==> src/rtl/shed_pkg.sv <==
package shed_pkg;
  typedef enum logic {SEQ_IDLE = 1'b0, SEQ_RUN = 1'b1} seq_state_e;
endpackage

==> src/rtl/shed_req_sync.sv <==
module shed_req_sync #(
  parameter int STAGES = 2
) (
  input  logic clk,
  input  logic rst_n,
  input  logic req_n_i,
  output logic fall_o
);
  logic [STAGES:0] sh_q;

  always_ff @(posedge clk or negedge rst_n) begin
    if (!rst_n) sh_q <= '1;
    else        sh_q <= {sh_q[STAGES-1:0], req_n_i};
  end

  // Falling edge seen on the synchronized copy.
  assign fall_o = sh_q[STAGES] & ~sh_q[STAGES-1];
endmodule

==> src/rtl/shed_port_cell.sv <==
module shed_port_cell (
  input  logic clk,
  input  logic rst_n,
  input  logic hw_shdn_n_i,
  input  logic en_set_i,
  input  logic on_set_i,
  input  logic shed_i,
  output logic pwr_o,
  output logic det_en_o,
  output logic cls_en_o
);
  logic pwr_q, det_q, cls_q;
  logic kill;

  assign kill = !hw_shdn_n_i || shed_i;

  always_ff @(posedge clk or negedge rst_n) begin
    if (!rst_n) begin
      pwr_q <= 1'b0;
      det_q <= 1'b0;
      cls_q <= 1'b0;
    end else if (kill) begin
      pwr_q <= 1'b0;
      det_q <= 1'b0;
      cls_q <= 1'b0;
    end else begin
      if (en_set_i) begin
        det_q <= 1'b1;
        cls_q <= 1'b1;
      end
      if (on_set_i && det_q) pwr_q <= 1'b1;
    end
  end

  // The hardware kill acts in the same cycle.
  assign pwr_o    = pwr_q & hw_shdn_n_i;
  assign det_en_o = det_q;
  assign cls_en_o = cls_q;

  assert_shed_clears_en_R4: assert property (@(posedge clk) disable iff (!rst_n)
    shed_i |=> (!det_q && !cls_q));
  assert_kill_holds_off_R6: assert property (@(posedge clk) disable iff (!rst_n)
    !hw_shdn_n_i |=> (!pwr_q && !det_q));
  assert_power_needs_det_R5: assert property (@(posedge clk) disable iff (!rst_n)
    $rose(pwr_q) |-> $past(det_q));
endmodule

==> src/rtl/shed_scheduler.sv <==
module shed_scheduler
  import shed_pkg::*;
#(
  parameter int NPORT   = 4,
  parameter int STAGGER = 110,
  parameter int LATENCY = 1300
) (
  input  logic             clk,
  input  logic             rst_n,
  input  logic             start_i,
  input  logic [NPORT-1:0] cand_i,
  input  logic [NPORT-1:0] live_i,
  output logic [NPORT-1:0] shed_o
);
  localparam int GW = $clog2(STAGGER + 1);
  localparam int EW = $clog2(LATENCY + 1);

  seq_state_e       state_q;
  logic [NPORT-1:0] target_q;
  logic [GW-1:0]    gap_q;
  logic [NPORT-1:0] avail, pick;
  logic             fire;

  // Lowest-index port still captured and still powered.
  assign avail  = target_q & live_i;
  assign pick   = avail & (~avail + 1'b1);
  assign fire   = (state_q == SEQ_RUN) && (gap_q == '0) && (|avail);
  assign shed_o = fire ? pick : '0;

  always_ff @(posedge clk or negedge rst_n) begin
    if (!rst_n) begin
      state_q  <= SEQ_IDLE;
      target_q <= '0;
      gap_q    <= '0;
    end else if (state_q == SEQ_IDLE) begin
      if (start_i) begin
        state_q  <= SEQ_RUN;
        target_q <= cand_i;
        gap_q    <= '0;
      end
    end else begin
      target_q <= avail & ~shed_o;
      if (fire)              gap_q <= GW'(STAGGER - 1);
      else if (gap_q != '0)  gap_q <= gap_q - 1'b1;
      if ((avail & ~shed_o) == '0) state_q <= SEQ_IDLE;
    end
  end

  // Checking state: spacing since last turn-off, time since sequence start.
  logic [GW-1:0] since_q;
  logic [EW-1:0] elapsed_q;
  always_ff @(posedge clk or negedge rst_n) begin
    if (!rst_n) begin
      since_q   <= GW'(STAGGER);
      elapsed_q <= '0;
    end else begin
      if (|shed_o)                   since_q <= GW'(1);
      else if (since_q < GW'(STAGGER)) since_q <= since_q + 1'b1;
      if (state_q == SEQ_IDLE)       elapsed_q <= '0;
      else if (elapsed_q < EW'(LATENCY)) elapsed_q <= elapsed_q + 1'b1;
    end
  end

  assert_min_spacing_R3: assert property (@(posedge clk) disable iff (!rst_n)
    (|shed_o) |-> (since_q >= GW'(STAGGER)));
  assert_one_at_a_time_R3: assert property (@(posedge clk) disable iff (!rst_n)
    $onehot0(shed_o));
  assert_within_budget_R2: assert property (@(posedge clk) disable iff (!rst_n)
    (state_q == SEQ_RUN) |-> (elapsed_q < EW'(LATENCY)));
endmodule

==> src/rtl/port_shed_seq.sv <==
module port_shed_seq #(
  parameter int NPORT   = 4,
  parameter int STAGGER = 110,
  parameter int LATENCY = 1300
) (
  input  logic             clk,
  input  logic             rst_n,
  input  logic             shed_req_n_i,
  input  logic [NPORT-1:0] prio_low_i,
  input  logic [NPORT-1:0] hw_shdn_n_i,
  input  logic [NPORT-1:0] en_set_i,
  input  logic [NPORT-1:0] on_set_i,
  output logic [NPORT-1:0] port_pwr_o,
  output logic [NPORT-1:0] det_en_o,
  output logic [NPORT-1:0] cls_en_o
);
  localparam int SYNC_STAGES = 2;

  generate
    if (NPORT * STAGGER > LATENCY || STAGGER < 4) begin : g_bad_cfg
      initial $error("port_shed_seq: NPORT*STAGGER exceeds LATENCY or STAGGER < 4");
    end
  endgenerate

  logic             req_fall;
  logic [NPORT-1:0] shed;

  shed_req_sync #(.STAGES(SYNC_STAGES)) u_sync (
    .clk     (clk),
    .rst_n   (rst_n),
    .req_n_i (shed_req_n_i),
    .fall_o  (req_fall)
  );

  shed_scheduler #(.NPORT(NPORT), .STAGGER(STAGGER), .LATENCY(LATENCY)) u_sched (
    .clk     (clk),
    .rst_n   (rst_n),
    .start_i (req_fall),
    .cand_i  (port_pwr_o & prio_low_i),
    .live_i  (port_pwr_o),
    .shed_o  (shed)
  );

  for (genvar i = 0; i < NPORT; i++) begin : g_port
    shed_port_cell u_cell (
      .clk         (clk),
      .rst_n       (rst_n),
      .hw_shdn_n_i (hw_shdn_n_i[i]),
      .en_set_i    (en_set_i[i]),
      .on_set_i    (on_set_i[i]),
      .shed_i      (shed[i]),
      .pwr_o       (port_pwr_o[i]),
      .det_en_o    (det_en_o[i]),
      .cls_en_o    (cls_en_o[i])
    );
  end

  assert_low_only_R1: assert property (@(posedge clk) disable iff (!rst_n)
    (shed & ~prio_low_i) == '0);
  assert_shed_hits_live_R7: assert property (@(posedge clk) disable iff (!rst_n)
    (shed & ~port_pwr_o) == '0);
endmodule

==> config.mk <==
export PLATFORM = sky130hd
export DESIGN_NAME = port_shed_seq
export DESIGN_NICKNAME = d
export VERILOG_FILES = /design/src/rtl/shed_pkg.sv /design/src/rtl/shed_req_sync.sv /design/src/rtl/shed_port_cell.sv /design/src/rtl/shed_scheduler.sv /design/src/rtl/port_shed_seq.sv
export SDC_FILE = /design/constraint.sdc
export NUM_CORES = 1
export LEC_CHECK = 0
export ABC_AREA = 1
export CAP_MARGIN = 40
export CORE_MARGIN = 5
export CORE_UTILIZATION = 46
export CTS_CLUSTER_DIAMETER = 120
export DETAILED_ROUTE_END_ITERATION = 10
export DONT_BUFFER_PORTS = 1
export GPL_TIMING_DRIVEN = 0
export PLACE_DENSITY = 0.59
export SYNTH_ARGS = -nofsm -noshare
export SYNTH_HDL_FRONTEND = slang
export SYNTH_SLANG_ARGS = --single-unit
export TNS_END_PERCENT = 30
==> constraint.sdc <==
create_clock -name clk -period 2.69 [get_ports clk]
set_input_delay 0.269 -clock clk [delete_from_list [all_inputs] [get_ports clk]]
set_output_delay 0.269 -clock clk [all_outputs]
set_load 0.005 [all_outputs]
==> results.json <==
{
  "outcome": "finished clean",
  "final-hold-violation-count": 0,
  "dieArea_sq_mm": 0.003837,
  "setup.worst_path.end": "u_sched.state_q",
  "post_synth.cell_area_avg_sq_um": 8.275,
  "drt_pass1_iterations": 4,
  "path_common_cell": "sky130_fd_sc_hd__nor2_1",
  "gate_count_of_the_mapped_netlist": 150,
  "synth_sequential_area_ratio_pct": 46.67,
  "place.detailed.hpwl_um": 1765,
  "globalRouteTotalUtil_pct": 14.26,
  "syn_nets": 170,
  "cts_max_path_buffers": 2,
  "start_kind": "register",
  "worst_slew_margin_rel_pct": 62.65,
  "synth.cell_area_sq_mm": 0.001241,
  "design.core.area_sq_mm": 0.002522,
  "placed_cells": 180,
  "drt_iter0_markers": 28,
  "tritoncts": "done",
  "final.setup.tns_ns": 0,
  "final.min_clock_period_ns": 1.582,
  "grt_first_pass_wirelength_um": 4050,
  "synth-seq-cells": 23,
  "crit-reg2reg-capture": "u_sched.state_q",
  "antenna_found_initial": 0,
  "crit_cells": 9,
  "grt_max_degree": 24,
  "worst_slew_pin_slew_ns": 0.5560,
  "routed_wire_length_per_instance_um": 12.49,
  "finalWeightedCongestion": 0.7728,
  "clock_sink_count": 23,
  "finalPower_uw": 992.6,
  "fill_cells": 237,
  "met3_usage_pct": 2.893,
  "die_height_um": 61.95,
  "fin_worst_hold_slack_ns": 0.08940,
  "insertion_delay_ns": 0.30,
  "grt.overflow.total": 0,
  "reported_net_switching_power_uw": 385.0,
  "layout.cells.non_filler": 187,
  "fmaxAchievable_ghz": 0.6322,
  "leakage_nw": 0.7057,
  "place.port_buffers": 0,
  "number_of_library_cell_types_mapped_by_synthesis": 24,
  "worstPathArrival_ns": 1.79,
  "timing.critical_path.fanout_max": 10,
  "fraction_of_layout_cells_with_a_size_suffix_above_1_pct": 19.11,
  "p_int_uw": 607.6,
  "synth_top_cells_by_area": "sky130_fd_sc_hd__dfrtp_1, sky130_fd_sc_hd__nand2_1, sky130_fd_sc_hd__buf_4",
  "reg2reg_setup_slack_ns": 1.11,
  "period_share_pct": 58.80,
  "reg2reg_depth": 9,
  "cts_post_setup_buffers_inserted": 0,
  "drt-total-wl_um": 2336,
  "share_seq_of_total_power_pct": 46.8,
  "cts_resized": 0,
  "avgViaCountPerCell": 4.947,
  "critPathCaptureType": "register",
  "grt_pass1_vias": 921,
  "worstPathCellList": "inv_1 -> ha_1 -> nand3_4 -> nor2_8 -> nand2_2 -> nand2_1 -> nand3_1 -> nor2_1 -> nor2_1",
  "regToRegStartpoint": "u_sched.gap_q[0]",
  "finalNetCount": 178,
  "combPwrFrac_pct": 37.5,
  "flow.area_growth_from_synthesis_pct": 7.964,
  "number_of_levels_in_the_clock_h_tree": 1,
  "ys_warn_count": 0,
  "setup_viol_count_final": 0,
  "grt_setup_unrepaired": "no",
  "yosysTopAreaCellShare_pct": 40.32,
  "hold_class": "input port to register",
  "drtAntennaViolNets": 0,
  "met2_layer_usage_reported_by_global_route_pct": 21.60,
  "cts_buffers": 3,
  "grt_util_met1_pct": 19.61,
  "insertedDiodeCount": 0,
  "grt_most_used_layer": "met2",
  "initial_core_util_pct": 49.21,
  "clock_transition_at_the_register_clock_pins_on_the_worst_setup_and_hold_paths_after_cts_ns": 0.12,
  "crit_family": "simple AND/OR/NAND/NOR gates",
  "placedInstanceArea_sq_mm": 0.001279,
  "placement_rows": 18,
  "switching_power_as_a_share_of_total_power_pct": 38.79,
  "crit_start": "u_sched.gap_q[0]",
  "finalMaxSlewViolations": 0,
  "synth_area_leader_cell": "sky130_fd_sc_hd__dfrtp_1",
  "critical_path_required_ns": 2.90,
  "cts-root-buf": "sky130_fd_sc_hd__clkbuf_4",
  "slowest_stage": "sky130_fd_sc_hd__dfrtp_1",
  "ioPinCount": 31,
  "route.vias.total": 925,
  "drv.max_cap_violation_count": 0,
  "power_density_mw_per_mm2": 740.7,
  "power.share.clock_pct": 15.8,
  "path_buf_inv": 1,
  "critical-path-max-stage-delay_ns": 0.39,
  "drc_errors": 0,
  "criticalPathCategory": "register to register",
  "chipWidth_um": 61.95,
  "clock-skew-final_ns": 0.003477,
  "power.ir.vdd_worst_mv": 0.3875,
  "design_area_sq_mm": 0.001340
}
-- through the flow --
step	utilization, %	setup slack [ns]
global route	53.13	0.9624
detailed placement	50.69	1.114
floorplan	-	1.267
CTS	52.53	1.090
finish	53.13	1.108
global placement	50.69	1.112
-- cells by family (layout without fill, tap and decap cells) --
group           Yosys count  count (layout)  share of synthesized area [%]
compound gates           23              23                          10.89
flops                    23              23                          46.67
xor+xnor                  2               2                          1.412
simple gates             73              73                          27.92
buf+inv                  28              35                          12.10
fa+ha+maj                 1               1                          1.008
-- final cells by class --
| type | instances | area, sq um | area share, % |
|---|---|---|---|
| Tap cell | 30 | 37.54 | 2.801 |
| Timing Repair Buffer | 3 | 35.03 | 2.614 |
| Inverter | 16 | 60.06 | 4.482 |
| Multi-Input combinational cell | 99 | 511.7 | 38.19 |
| Buffer | 12 | 90.09 | 6.723 |
| Clock buffer | 4 | 26.28 | 1.961 |
| Sequential cell | 23 | 579.3 | 43.23 |
-- worst reg2reg max path: stages (launching register included) --
cell and delay (ns):
sky130_fd_sc_hd__dfrtp_1 0.39, sky130_fd_sc_hd__inv_1 0.10, sky130_fd_sc_hd__ha_1 0.28, sky130_fd_sc_hd__nand3_4 0.13
sky130_fd_sc_hd__nor2_8 0.18, sky130_fd_sc_hd__nand2_2 0.11, sky130_fd_sc_hd__nand2_1 0.09, sky130_fd_sc_hd__nand3_1 0.07
sky130_fd_sc_hd__nor2_1 0.08, sky130_fd_sc_hd__nor2_1 0.04
-- Yosys cell counts --
master                      n
sky130_fd_sc_hd__nor2_1    22
sky130_fd_sc_hd__a21oi_1   10
sky130_fd_sc_hd__o21ai_1    2
sky130_fd_sc_hd__nand3_4    1
sky130_fd_sc_hd__nor3_1     2
sky130_fd_sc_hd__o21ai_2    1
sky130_fd_sc_hd__ha_1       1
sky130_fd_sc_hd__nand2_2    3
sky130_fd_sc_hd__inv_1     16
sky130_fd_sc_hd__buf_4     12
sky130_fd_sc_hd__nor2_2     2
sky130_fd_sc_hd__nor2_8     1
sky130_fd_sc_hd__o211ai_1   2
sky130_fd_sc_hd__a22o_2     1
sky130_fd_sc_hd__nand2_4    1
sky130_fd_sc_hd__o21ai_0    5
sky130_fd_sc_hd__nand2_1   29
sky130_fd_sc_hd__nand3_1   11
sky130_fd_sc_hd__nand3_2    1
sky130_fd_sc_hd__xor2_1     2
sky130_fd_sc_hd__dfrtp_1   20
sky130_fd_sc_hd__a32oi_1    1
sky130_fd_sc_hd__dfstp_2    3
sky130_fd_sc_hd__o31ai_1    1
-- what timing repair did --
| action | CTS | global route |
|---|---|---|
| hold endpoints to repair | 24 | 0 |
| endpoints found under the setup margin | 0 | 0 |
| hold buffers | 2 | 0 |
-- power groups by stage --
stage / Clock [mW] / Sequential [mW] / Combinational, mW
2_1_floorplan: 0 / 0.457 / 0.311
3_3_place_gp: 0 / 0.470 / 0.359
3_5_place_dp: 0 / 0.472 / 0.363
4_1_cts: 0.170 / 0.465 / 0.373
5_1_grt: 0.186 / 0.472 / 0.424
6_report: 0.157 / 0.464 / 0.372
-- sequential cells by signal, summed over array words and instances, names as in the netlist --
name and cells:
u_sched.gap_q 7, g_port.u_cell.pwr_q 4, g_port.u_cell.det_en_o 3, u_sched.state_q 1, u_sched.target_q 4, g_port.u_cell.cls_en_o 1, u_sync.sh_q 3
-- placed cells by master, fill, tap and decap left out, types with 2 or more instances in the layout --
cell type	netlist	final
sky130_fd_sc_hd__dlygate4sd3_1	0	2
sky130_fd_sc_hd__xor2_1	2	2
sky130_fd_sc_hd__nand2_2	3	3
sky130_fd_sc_hd__o21ai_0	5	5
sky130_fd_sc_hd__o211ai_1	2	2
sky130_fd_sc_hd__nor2_2	2	2
sky130_fd_sc_hd__nand3_1	11	11
sky130_fd_sc_hd__nand2_1	29	29
sky130_fd_sc_hd__buf_4	12	12
sky130_fd_sc_hd__dfrtp_1	20	20
sky130_fd_sc_hd__nor3_1	2	2
sky130_fd_sc_hd__o21ai_1	2	2
sky130_fd_sc_hd__dfstp_2	3	3
sky130_fd_sc_hd__inv_1	16	16
sky130_fd_sc_hd__a21oi_1	10	10
sky130_fd_sc_hd__clkbuf_4	0	3
sky130_fd_sc_hd__nor2_1	22	22
-- routing by layer --
layer	share of wire [%]	routed length, um
met1	46	1081
met2	45	1045
met3	7.1	165
met4	1.9	44
met5	0	0
-- worst min path at each step --
stage                     depth (start not counted)  slack (ns)      startpoint                   endpoint
after floorplan                                   0       -0.03           rst_n  g_port[0].u_cell.det_en_o
after global placement                            0       -0.03           rst_n  g_port[1].u_cell.det_en_o
after detailed placement                          0       -0.03           rst_n  g_port[1].u_cell.det_en_o
after CTS                                         2        0.08  hw_shdn_n_i[2]  g_port[2].u_cell.cls_en_o
after global routing                              2        0.07  hw_shdn_n_i[3]     g_port[3].u_cell.pwr_q
final                                             2        0.09  hw_shdn_n_i[2]  g_port[2].u_cell.cls_en_o
Power figures use the tool's default switching activity.
